## config.mk

```make
export PLATFORM = sky130hd
export DESIGN_NAME = plc_rx_decoder
export DESIGN_NICKNAME = d
export VERILOG_FILES = /design/src/rtl/plc_rx_decoder.sv
export SDC_FILE = /design/constraint.sdc
export NUM_CORES = 1
export LEC_CHECK = 0
export ABC_AREA = 0
export CELL_PAD_IN_SITES_DETAIL_PLACEMENT = 0
export CELL_PAD_IN_SITES_GLOBAL_PLACEMENT = 1
export CORE_ASPECT_RATIO = 1.1
export CORE_MARGIN = 10
export CORE_UTILIZATION = 43
export CTS_CLUSTER_SIZE = 16
export DETAILED_ROUTE_END_ITERATION = 6
export MAX_ROUTING_LAYER = met4
export PLACE_DENSITY_LB_ADDON = 0.1
export SLEW_MARGIN = 20
export SYNTH_ARGS = -nofsm -noshare
export SYNTH_HDL_FRONTEND = slang
export SYNTH_SLANG_ARGS = --single-unit
```

## constraint.sdc

```tcl
create_clock -name clk -period 8.51 [get_ports clk]
set_input_delay 0.851 -clock clk [delete_from_list [all_inputs] [get_ports clk]]
set_output_delay 0.851 -clock clk [all_outputs]
set_load 0.01 [all_outputs]
```

## src/rtl/plc_rx_decoder.sv

```systemverilog
module plc_rx_decoder #(
  parameter int TICK_DIV   = 50,
  parameter int HALF_US    = 8333,
  parameter int MIN_GAP_US = 1500,
  parameter int SILENCE_US = 50000,
  parameter int TS_W       = 20
) (
  input  logic       clk,
  input  logic       rst_n,
  input  logic       rx_in,
  input  logic       zc_in,
  input  logic       local_tx,
  output logic       res_valid,
  output logic [7:0] res_flags,
  output logic [7:0] res_house,
  output logic [7:0] res_key
);
  localparam int TOL   = HALF_US / 6;
  localparam int DIV_W = (TICK_DIV > 1) ? $clog2(TICK_DIV) : 1;

  logic [DIV_W-1:0] presc;
  logic [TS_W-1:0]  ts, last_ts, gap;
  logic             rx_q, fall, busy, phase, loc;
  logic [4:0]       rcount;
  logic [8:0]       bits, nbits;
  logic             last_bit, is_one, is_zero;

  function automatic logic near(input logic [TS_W-1:0] g, input int m);
    longint e;
    e = longint'(HALF_US) * m;
    return (longint'(g) > e - TOL) && (longint'(g) < e + TOL);
  endfunction

  function automatic logic [3:0] house_inv(input logic [3:0] p);
    case (p)
      4'd0:  return 4'd12;
      4'd1:  return 4'd4;
      4'd2:  return 4'd2;
      4'd3:  return 4'd10;
      4'd4:  return 4'd14;
      4'd5:  return 4'd6;
      4'd6:  return 4'd0;
      4'd7:  return 4'd8;
      4'd8:  return 4'd13;
      4'd9:  return 4'd5;
      4'd10: return 4'd3;
      4'd11: return 4'd11;
      4'd12: return 4'd15;
      4'd13: return 4'd7;
      4'd14: return 4'd1;
      default: return 4'd9;
    endcase
  endfunction

  function automatic logic [4:0] key_inv(input logic [4:0] q);
    return q[0] ? {1'b1, q[4:1]} : {1'b0, house_inv(q[4:1])};
  endfunction

  assign fall     = rx_q & ~rx_in;
  assign gap      = ts - last_ts;
  assign last_bit = (rcount == 5'd4) ? 1'b1 : bits[0];
  assign is_one   = last_bit ? near(gap, 2) : near(gap, 1);
  assign is_zero  = last_bit ? near(gap, 3) : near(gap, 2);
  assign nbits    = {bits[7:0], is_one};

  always_ff @(posedge clk) begin
    if (!rst_n) begin
      presc <= '0;
      ts    <= '0;
    end else if (presc == DIV_W'(TICK_DIV - 1)) begin
      presc <= '0;
      ts    <= ts + 1'b1;
    end else begin
      presc <= presc + 1'b1;
    end
  end

  always_ff @(posedge clk) begin
    if (!rst_n) begin
      rx_q      <= 1'b1;
      busy      <= 1'b0;
      phase     <= 1'b0;
      loc       <= 1'b0;
      rcount    <= '0;
      bits      <= '0;
      last_ts   <= '0;
      res_valid <= 1'b0;
      res_flags <= '0;
      res_house <= '0;
      res_key   <= '0;
    end else begin
      rx_q      <= rx_in;
      res_valid <= 1'b0;
      if (!busy) begin
        if (fall) begin
          busy    <= 1'b1;
          rcount  <= 5'd1;
          bits    <= '0;
          loc     <= local_tx;
          phase   <= zc_in;
          last_ts <= ts;
        end
      end else if (fall && gap >= TS_W'(MIN_GAP_US)) begin
        last_ts <= ts;
        if (rcount < 5'd3) begin
          if (near(gap, 1) && zc_in != phase) begin
            if (rcount == 5'd2) begin
              rcount <= 5'd4;
            end else begin
              rcount <= 5'd2;
              phase  <= zc_in;
            end
          end else begin
            busy      <= 1'b0;
            res_valid <= 1'b1;
            res_flags <= {6'b0, 1'b1, loc};
            res_house <= '0;
            res_key   <= '0;
          end
        end else if (!(is_one || is_zero)) begin
          busy      <= 1'b0;
          res_valid <= 1'b1;
          res_flags <= {6'b0, 1'b1, loc};
          res_house <= '0;
          res_key   <= '0;
        end else begin
          bits <= nbits;
          if (rcount == 5'd20) begin
            busy      <= 1'b0;
            res_valid <= 1'b1;
            res_flags <= {6'b0, 1'b0, loc};
            res_house <= {4'b0, house_inv(nbits[8:5])};
            res_key   <= {3'b0, key_inv(nbits[4:0])};
          end else begin
            rcount <= rcount + 5'd2;
          end
        end
      end else if (gap > TS_W'(SILENCE_US)) begin
        busy <= 1'b0;
        if (rcount >= 5'd2) begin
          res_valid <= 1'b1;
          res_flags <= {6'b0, 1'b1, loc};
          res_house <= '0;
          res_key   <= '0;
        end
      end
    end
  end
endmodule


```

After elaboration in Yosys (flattened, before gate mapping) --
Memories as Yosys holds them, arrays and structs flattened. A register that Yosys moved wholly into a read port is not among the register bits. Cells that the tools add are included.
Word-level totals: memories 2, ROM bits 128, register bits 88, logic and storage cells 129
Cells by class: $lt $le $gt $ge 10, equality and inequality tests 16, bitwise logic cells 4, reduce and logical (&&, ||, !) cells 17, add/subtract/negate cells 4, muxes and demuxes 63
Memories:
- (name not given) | words 16, bits a word 4, read ports 1, clocked after Yosys merged registers in 1, write ports 0, RTL line 35 | case (p)
- (name not given) | words 16, bits a word 4, read ports 1, clocked after Yosys merged registers in 1, write ports 0, RTL line 35
Operators with widths (count):
- two-way mux 8 bit | 23
- two-way mux 20 bit | 3
- less-than comparator 20 x 15 -> 1 bit (second input constant) | 2
- two-way mux 5 bit | 8
- two-way mux 1 bit | 24
- adder 20 x 1 -> 20 bit (second input constant) | 1
- greater-or-equal comparator 20 x 11 -> 1 bit (second input constant) | 1
- > comparator 20 x 13 -> 1 bit (second input constant) | 1
- > comparator 20 x 14 -> 1 bit (second input constant) | 1
- > comparator 20 x 15 -> 1 bit (second input constant) | 1
- > comparator 20 x 16 -> 1 bit (second input constant) | 1
- less-than comparator 20 x 14 -> 1 bit (second input constant) | 1
- subtractor 20 bit | 1
- two-way mux 4 bit | 4
- AND reduction 5 bit | 3
- inequality test 2 x 1 -> 1 bit (second input constant) | 4
- adder 6 x 1 -> 6 bit (second input constant) | 1
- == test 6 bit (second input constant) | 1
- inequality test 3 bit (second input constant) | 2
- AND reduction 2 bit | 3
- nonzero test 2 bit | 3
- adder 5 x 2 -> 5 bit (second input constant) | 1
- == test 5 x 2 -> 1 bit (second input constant) | 1
- == test 5 x 3 -> 1 bit (second input constant) | 1
- 15 further kinds | 22

Longest topological paths before layout --
Gate-level depths: netlist of the first run.
depth in word-level cells 11, mapped depth 17, gate-level depth less buffers 15

Worst setup path after synthesis of the first run --
No wires, ideal clock.
path kind register to register, start reg ts[0], end reg with a tool-made name, arrival 3.969 ns, required time 8.450 ns, setup slack 4.480 ns, setup time 0.060 ns, buffers on the path 2, cell stages (with the launch flop) 18, cell sequence dfxtp_1 -> inv_1 -> ha_1 -> inv_1 -> fa_1 -> a21o_1 -> a221oi_4 -> nor3_2 -> or4_1 -> o211ai_2 -> nand4_4 -> or3_1 -> or2_1 -> buf_6 -> a2111o_1 -> buf_6 -> a311oi_2 -> a311o_1
RTL lines:
- start: declaration | RTL line 22 | logic [TS_W-1:0] ts, last_ts, gap;
- start signal: assignment | RTL line 72 | ts <= ts + 1'b1;

Worst setup path in the final report of the first run --
start reg ts[0], end reg rcount[1]
Between the ends: longest elaborated chain between the ends 7, elaborated cells between the ends (all ways) 20, classes of those cells 1 x add/sub; 7 x order compare; 3 x eq/ne; 2 x mux; 7 x reduce/logical
RTL lines:
- subtractor 20 bit (*) | RTL line 60 | assign gap = ts - last_ts;
- > comparator 20 x 13 -> 1 bit, or another cell as far along | RTL line 31 | return (longint'(g) > e - TOL) && (longint'(g) < e + TOL);
- logical AND 1 bit | RTL line 31
- two-way mux 1 bit (on tied branches) | RTL line 62, 63
- logical OR 1 bit | RTL line 120 | end else if (!(is_one || is_zero)) begin
- inequality test 3 x 1 -> 1 bit (no source line)
- AND reduction 5 bit (no source line) (*)
- end signal: assignment | RTL line 135 | rcount <= rcount + 5'd2;
- end: declaration | RTL line 24 | logic [4:0] rcount;
Mark *: on every way between the ends. The rest lies on a longest branch, timed or not. A chain may end at the register's enable or synchronous reset.

==> reports/metrics.yaml, run 1 <==
outcome: "finished, final reports clean"
netlist.area_leader.share: 0.307
routed_wl_mm: 14.4
drc: 0
cp-end-kind: "register"
leakagePower_nw: 2.22
fmax_ghz: 0.201
p_per_area_nw_per_um2: 142
h-tree-depth: 3
ctsResizeCount: 0
seq_area_um2: 1660
syn_inst: 690
synth_top_family_by_area: "compound AO/OA/AOI/OAI gates"
r2r_end: "rcount[1]$_SDFFE_PN0P_"
top_layer: "met4"
syn_avg_cell_area_um2: 7.84
hold_end: "res_house[0]$_SDFFE_PN0P_"
grt_pass1_vias: 4570
cts_setup_buffers: 0
io_pins: 30
first_iter_violations: 330
clk_latency_ps: 340
clkSinkCount: 83
fin_crit_ps: 4970
rsz0062_at_grt: "no"
synth_edf_count: 0
ctsHoldBuffers: 0
synthTopCellsByArea: "dfxtp_1, nand2_1, a21oi_1"
cts_buffer_depth: 2
dieArea_um2: 17500
hold_depth: 1
synth.most_common_cell: "nand2_1"
path_clk_slew_ps: 70
fill_cells: 1231
reg2reg_slack_ps: 3540
synth_area_um2: 5410
synth-compound-area-share: 0.249
drt_pass1_iterations: 5
synth-async-reset-ratio: 0
die_h_um: 138
synth_top_flop_cell: "dfxtp_1"
rows: 42
cp_max_fo: 24
synth_fa_ha_area_frac: 0.0615
grt_max_degree: 65
worst_pin_slew_ps: 1020
layout.nets: 722
n_antenna_cell: 0
routabilityCongestion: 0.952
seq_area_frac_synth: 0.307
ff2ff_path_depth: 14
ys_types: 76
clock_skew_ps: 12.8
worstPathRequired_ps: 8760
maxSlewViolCount: 0
synth_xor_area_frac: 0.0583
port_buffers: 16
setup_viol: 0
synth_top_cell_by_area: "dfxtp_1"
max-cap-violations: 0
initial_core_util: 0.444
via_count: 4951
hp-class: "register to register"
gr-total-overflow: 0
synthTopCellsByCount: "nand2_1, dfxtp_1, a21oi_1, nor2_1, inv_1"
timing.final.crit_share: 0.584
max_slew_margin: 0.319
ys_ff_latch: 83
wl_met3_um: 603
cp-startpoint: "ts[0]$_SDFFE_PN0P_"
route.met2.wl_mm: 6.66
cts_made_buffers: 9
crit_path_start_kind: "register"
synthSimpleGateAreaFrac: 0.236
arrival_ps: 5220
coreArea_um2: 12200
path_class: "register to register"
grt_pass1_wl_mm: 23.4
routedWlPerCell_um: 16.9
root_buffer: "clkbuf_16"
r2r-start: "ts[0]$_SDFFE_PN0P_"
ys_warn_count: 0
met1_length_mm: 6.85
antenna_found_initial: 0
post_drt_via_cell_ratio: 5.82
final_layout_size_suffix_gt1_frac: 0.0489
dp_hpwl_mm: 10.6
final_antenna_net_count: 0
post-route-util: 0.483
cts_tree: "yes"
multi_input_area_um2: 3430
synth.area.mux_share: 0.0194
die_w_um: 127
grt_usage: 0.167
ir_worst_vdd_v: 0.0000890
syn_to_final_growth_pct: 8.88
finalSetupTns_ps: 0
final_hold_viol_count: 0
==> through the flow <==
step           worst slack [ps]  std cells  area [um2]  power, mW  hold WS (ps)
5_1_grt                    3080        850        5890      0.872           473
2_1_floorplan              4480        702        5450      0.456           420
6_report                   3540        850        5890      0.838           453
3_5_place_dp               3590        834        5600      0.467           433
3_3_place_gp               3730        834        5600      0.467           433
4_1_cts                    3550        850        5890      0.846           456
==> routing by layer <==
metal	vias to the layer above	track usage
met2	128	0.264
met3	15	0.0296
li1	2457	-
met1	2351	0.211
met4	0	0.0563
met5	-	-
==> where the power goes <==
group | switching (mW) | internal (mW) | leakage, nW
Clock | 0.170 | 0.209 | 0.145
Sequential | 0.00724 | 0.396 | 0.671
Combinational | 0.0366 | 0.0188 | 1.40
==> cell families (layout without fill, tap and decap cells) <==
logic type	count (synthesis)	after routing
adders and majority gates	26	26
and+or+nand+nor	265	265
AOI/OAI and AO/OA	190	190
DFF	83	83
muxes	10	10
other	1	13
buffers and inverters	79	73
xor gates and xnor gates	36	36
==> worst max path at each step <==
stage	slack, ps	cells after the start	end
final	3540	14	rcount[1]$_SDFFE_PN0P_
after global routing	3080	14	rcount[1]$_SDFFE_PN0P_
after CTS	3550	14	rcount[1]$_SDFFE_PN0P_
after detailed placement	3590	14	rcount[1]$_SDFFE_PN0P_
after global placement	3730	14	res_key[2]$_SDFFE_PN0P_
after floorplan	4480	17	register
==> cell type report <==
class / count / area share
sequential: 83 / 0.282
clock buffer: 10 / 0.0406
clock inverter: 6 / 0.00807
multi-input combinational: 540 / 0.582
inverter: 39 / 0.0251
timing repair buffer: 18 / 0.0297
tap: 154 / 0.0327
==> state kept, by name, summed over array words and instances, names as in the netlist, named ones only <==
name / flops
bits: 8
busy: 1
last_ts: 20
loc: 1
phase: 1
presc: 6
rcount: 5
res_flags: 2
res_house: 4
res_key: 5
res_valid: 1
rx_q: 1
ts: 20
==> layout by cell type (no fill, tap or decap), drive strengths merged, types with 10 or more instances in the layout <==
cell type and instances:
a21oi 65, a21o 10, dfxtp 83, xnor2 15, nor3 14, ha 25, nand2 93, o21ai 19
clkdlybuf4s50 16, nand3 30, clkbuf 10, xor2 21, nor2 55, inv 41, nand4 10, conb 13
nand2b 15
==> critical path, cell delays in order, from the launching register on <==
cell and delay, ps:
dfxtp_1 360, inv_1 70, ha_1 160, inv_1 50
fa_1 420, a21o_1 220, a221oi_4 380, o21ai_0 170
xnor2_1 490, o2111ai_1 290, nor3_1 840, a21o_1 860
a31oi_1 200, nand2b_1 220, a21oi_1 120
(Power assumes the default switching activity.)
==> inputs of run 2 (changes only) <==
Settings changed: CORE_UTILIZATION 43 to 41.
Clock period 8.51 ns to 4.25 ns, I/O delays scaled along.
==> run 2 against run 1 <==
  * Die area grew 4.1%
  * Combinational power grew 110%
  * Final cell count grew 4.8%
  * Register-to-register slack lost 3400 ps
  * Highest routed layer unchanged
  * Largest cell class unchanged
==> reports/metrics.yaml, run 2 (synthesis gave the netlist of run 1 again) <==
via_count: 5041
dieArea_um2: 18200
fin_cells: 891
leakagePower_nw: 2.43
grt_max_degree: 36
grt_pass1_vias: 4693
layout_setup_ws_ps: 105
hp-class: "register to register"
p_per_area_nw_per_um2: 266
die_w_um: 130
max_slew_margin: 0.274
drc: 0
rows: 43
path_clk_slew_ps: 70
rsz0062_at_grt: "yes"
io_pins: 30
gr-total-overflow: 0
ir_worst_vdd_v: 0.000267
path_class: "register to register"
layout.nets: 761
fmax_ghz: 0.241
antenna_found_initial: 0
cts_made_buffers: 9
cts_buffer_depth: 2
port_buffers: 16
coreArea_um2: 12800
routed_wl_mm: 14.8
cp-end-kind: "register"
pre_cts_ws_ps: 69.6
ctsHoldBuffers: 0
die_h_um: 140
grt_usage: 0.168
grt_pass1_wl_mm: 24.1
post_drt_via_cell_ratio: 5.66
fin_crit_ps: 4150
worst_pin_slew_ps: 1090
dp_hpwl_mm: 11.1
first_iter_violations: 339
h-tree-depth: 3
largestRegisters: "last_ts: 20 flops, ts: 20 flops, bits: 8 flops"
routedWlPerCell_um: 16.6
clkSinkCount: 83
setup_viol: 0
final_common_cell: "nand2_1"
dp_cells: 873
drt_pass1_iterations: 5
cp_max_fo: 8
routabilityCongestion: 0.890
n_antenna_cell: 0
reg2reg_slack_ps: 100
maxSlewViolCount: 0
worstPathRequired_ps: 4540
initial_core_util: 0.424
final_antenna_net_count: 0
syn_to_final_growth_pct: 15.9
max-cap-violations: 0
clock_skew_ps: 11.0
cts_tree: "yes"
timing.final.crit_share: 0.975
layout_common_cells: "nand2_1, dfxtp_1, a21oi_1"
clk_latency_ps: 350
crit_path_start_kind: "register"
root_buffer: "clkbuf_16"
final_layout_size_suffix_gt1_frac: 0.120
outcome: "finished, final reports clean"
final_hold_viol_count: 0
arrival_ps: 4430
-- run 2: cell types whose count changed in the layout (fill, tap and decap cells not counted), moves of 3 or more --
cell / delta
a21oi_1: -3
a21oi_2: +3
buf_4: +39
o21ai_0: -3
o21ai_1: +3
-- run 2: layout make-up --
| type | instances | area, um2 |
|---|---|---|
| Tap cell | 157 | 196 |
| Inverter | 39 | 146 |
| Clock inverter | 6 | 45.0 |
| Multi-Input combinational cell | 540 | 3520 |
| Clock buffer | 9 | 225 |
| Sequential cell | 83 | 1660 |
| Fill cell | 1248 | 6480 |
| Timing Repair Buffer | 57 | 468 |
-- run 2: power by group --
group	total (mW)	switching, mW	internal [mW]	leakage [nW]
clock	0.743	0.344	0.399	0.137
combinational	0.116	0.0765	0.0397	1.62
sequential	0.808	0.0155	0.793	0.671
total	1.67	0.436	1.23	2.43
-- run 2: worst paths after layout --
| check | cells past startpoint | end | from |
|---|---|---|---|
| worst max-delay path | 16 | register | ts[0]$_SDFFE_PN0P_ |
| worst min-delay path | 2 | last_ts[15]$_SDFFE_PN0N_ | last_ts[15]$_SDFFE_PN0N_ |
| worst max register to register | 16 | register | ts[0]$_SDFFE_PN0P_ |
| worst min register to register | 2 | last_ts[15]$_SDFFE_PN0N_ | last_ts[15]$_SDFFE_PN0N_ |
-- run 2: stage by stage --
stage | cell area (um2) | utilization | hold WS (ps) | setup TNS [ps] | total power [mW]
after global routing | 6270 | 0.492 | 462 | -139 | 1.74
after global placement | 5880 | 0.461 | 430 | 0 | 0.940
after floorplan | 5450 | - | 420 | 0 | 0.913
final | 6270 | 0.492 | 453 | 0 | 1.67
after CTS | 6150 | 0.482 | 457 | 0 | 1.69
after detailed placement | 5880 | 0.461 | 440 | 0 | 0.942
-- run 2: critical path, cell delays in order, from the launching register on --
cell and delay (ps):
dfxtp_1 310, inv_1 50, ha_1 150, inv_1 50, fa_1 380, a21o_1 220, a221oi_4 270, buf_4 170
nor3_2 50, or4_1 480, o211ai_2 100, nand4_4 150, or3_1 400, or2_4 280, a2111o_1 530, a311oi_2 330
a311o_1 140
-- run 2: repair_timing --
| action | 4_1_cts | 5_1_grt |
|---|---|---|
| endpoints found under the setup margin | 0 | 29 |
| gates resized for setup | 0 | 24 |
| setup buffers | 0 | 3 |
| hold endpoints to repair | 0 | 0 |
-- run 2: routing by layer --
| layer | GRT usage | vias to the layer above | routed length, um |
|---|---|---|---|
| li1 | - | 2528 | - |
| met1 | 0.217 | 2385 | 6930 |
| met2 | 0.259 | 109 | 7010 |
| met3 | 0.0287 | 19 | 567 |
| met4 | 0.0586 | 0 | 309 |
| met5 | - | - | 0 |
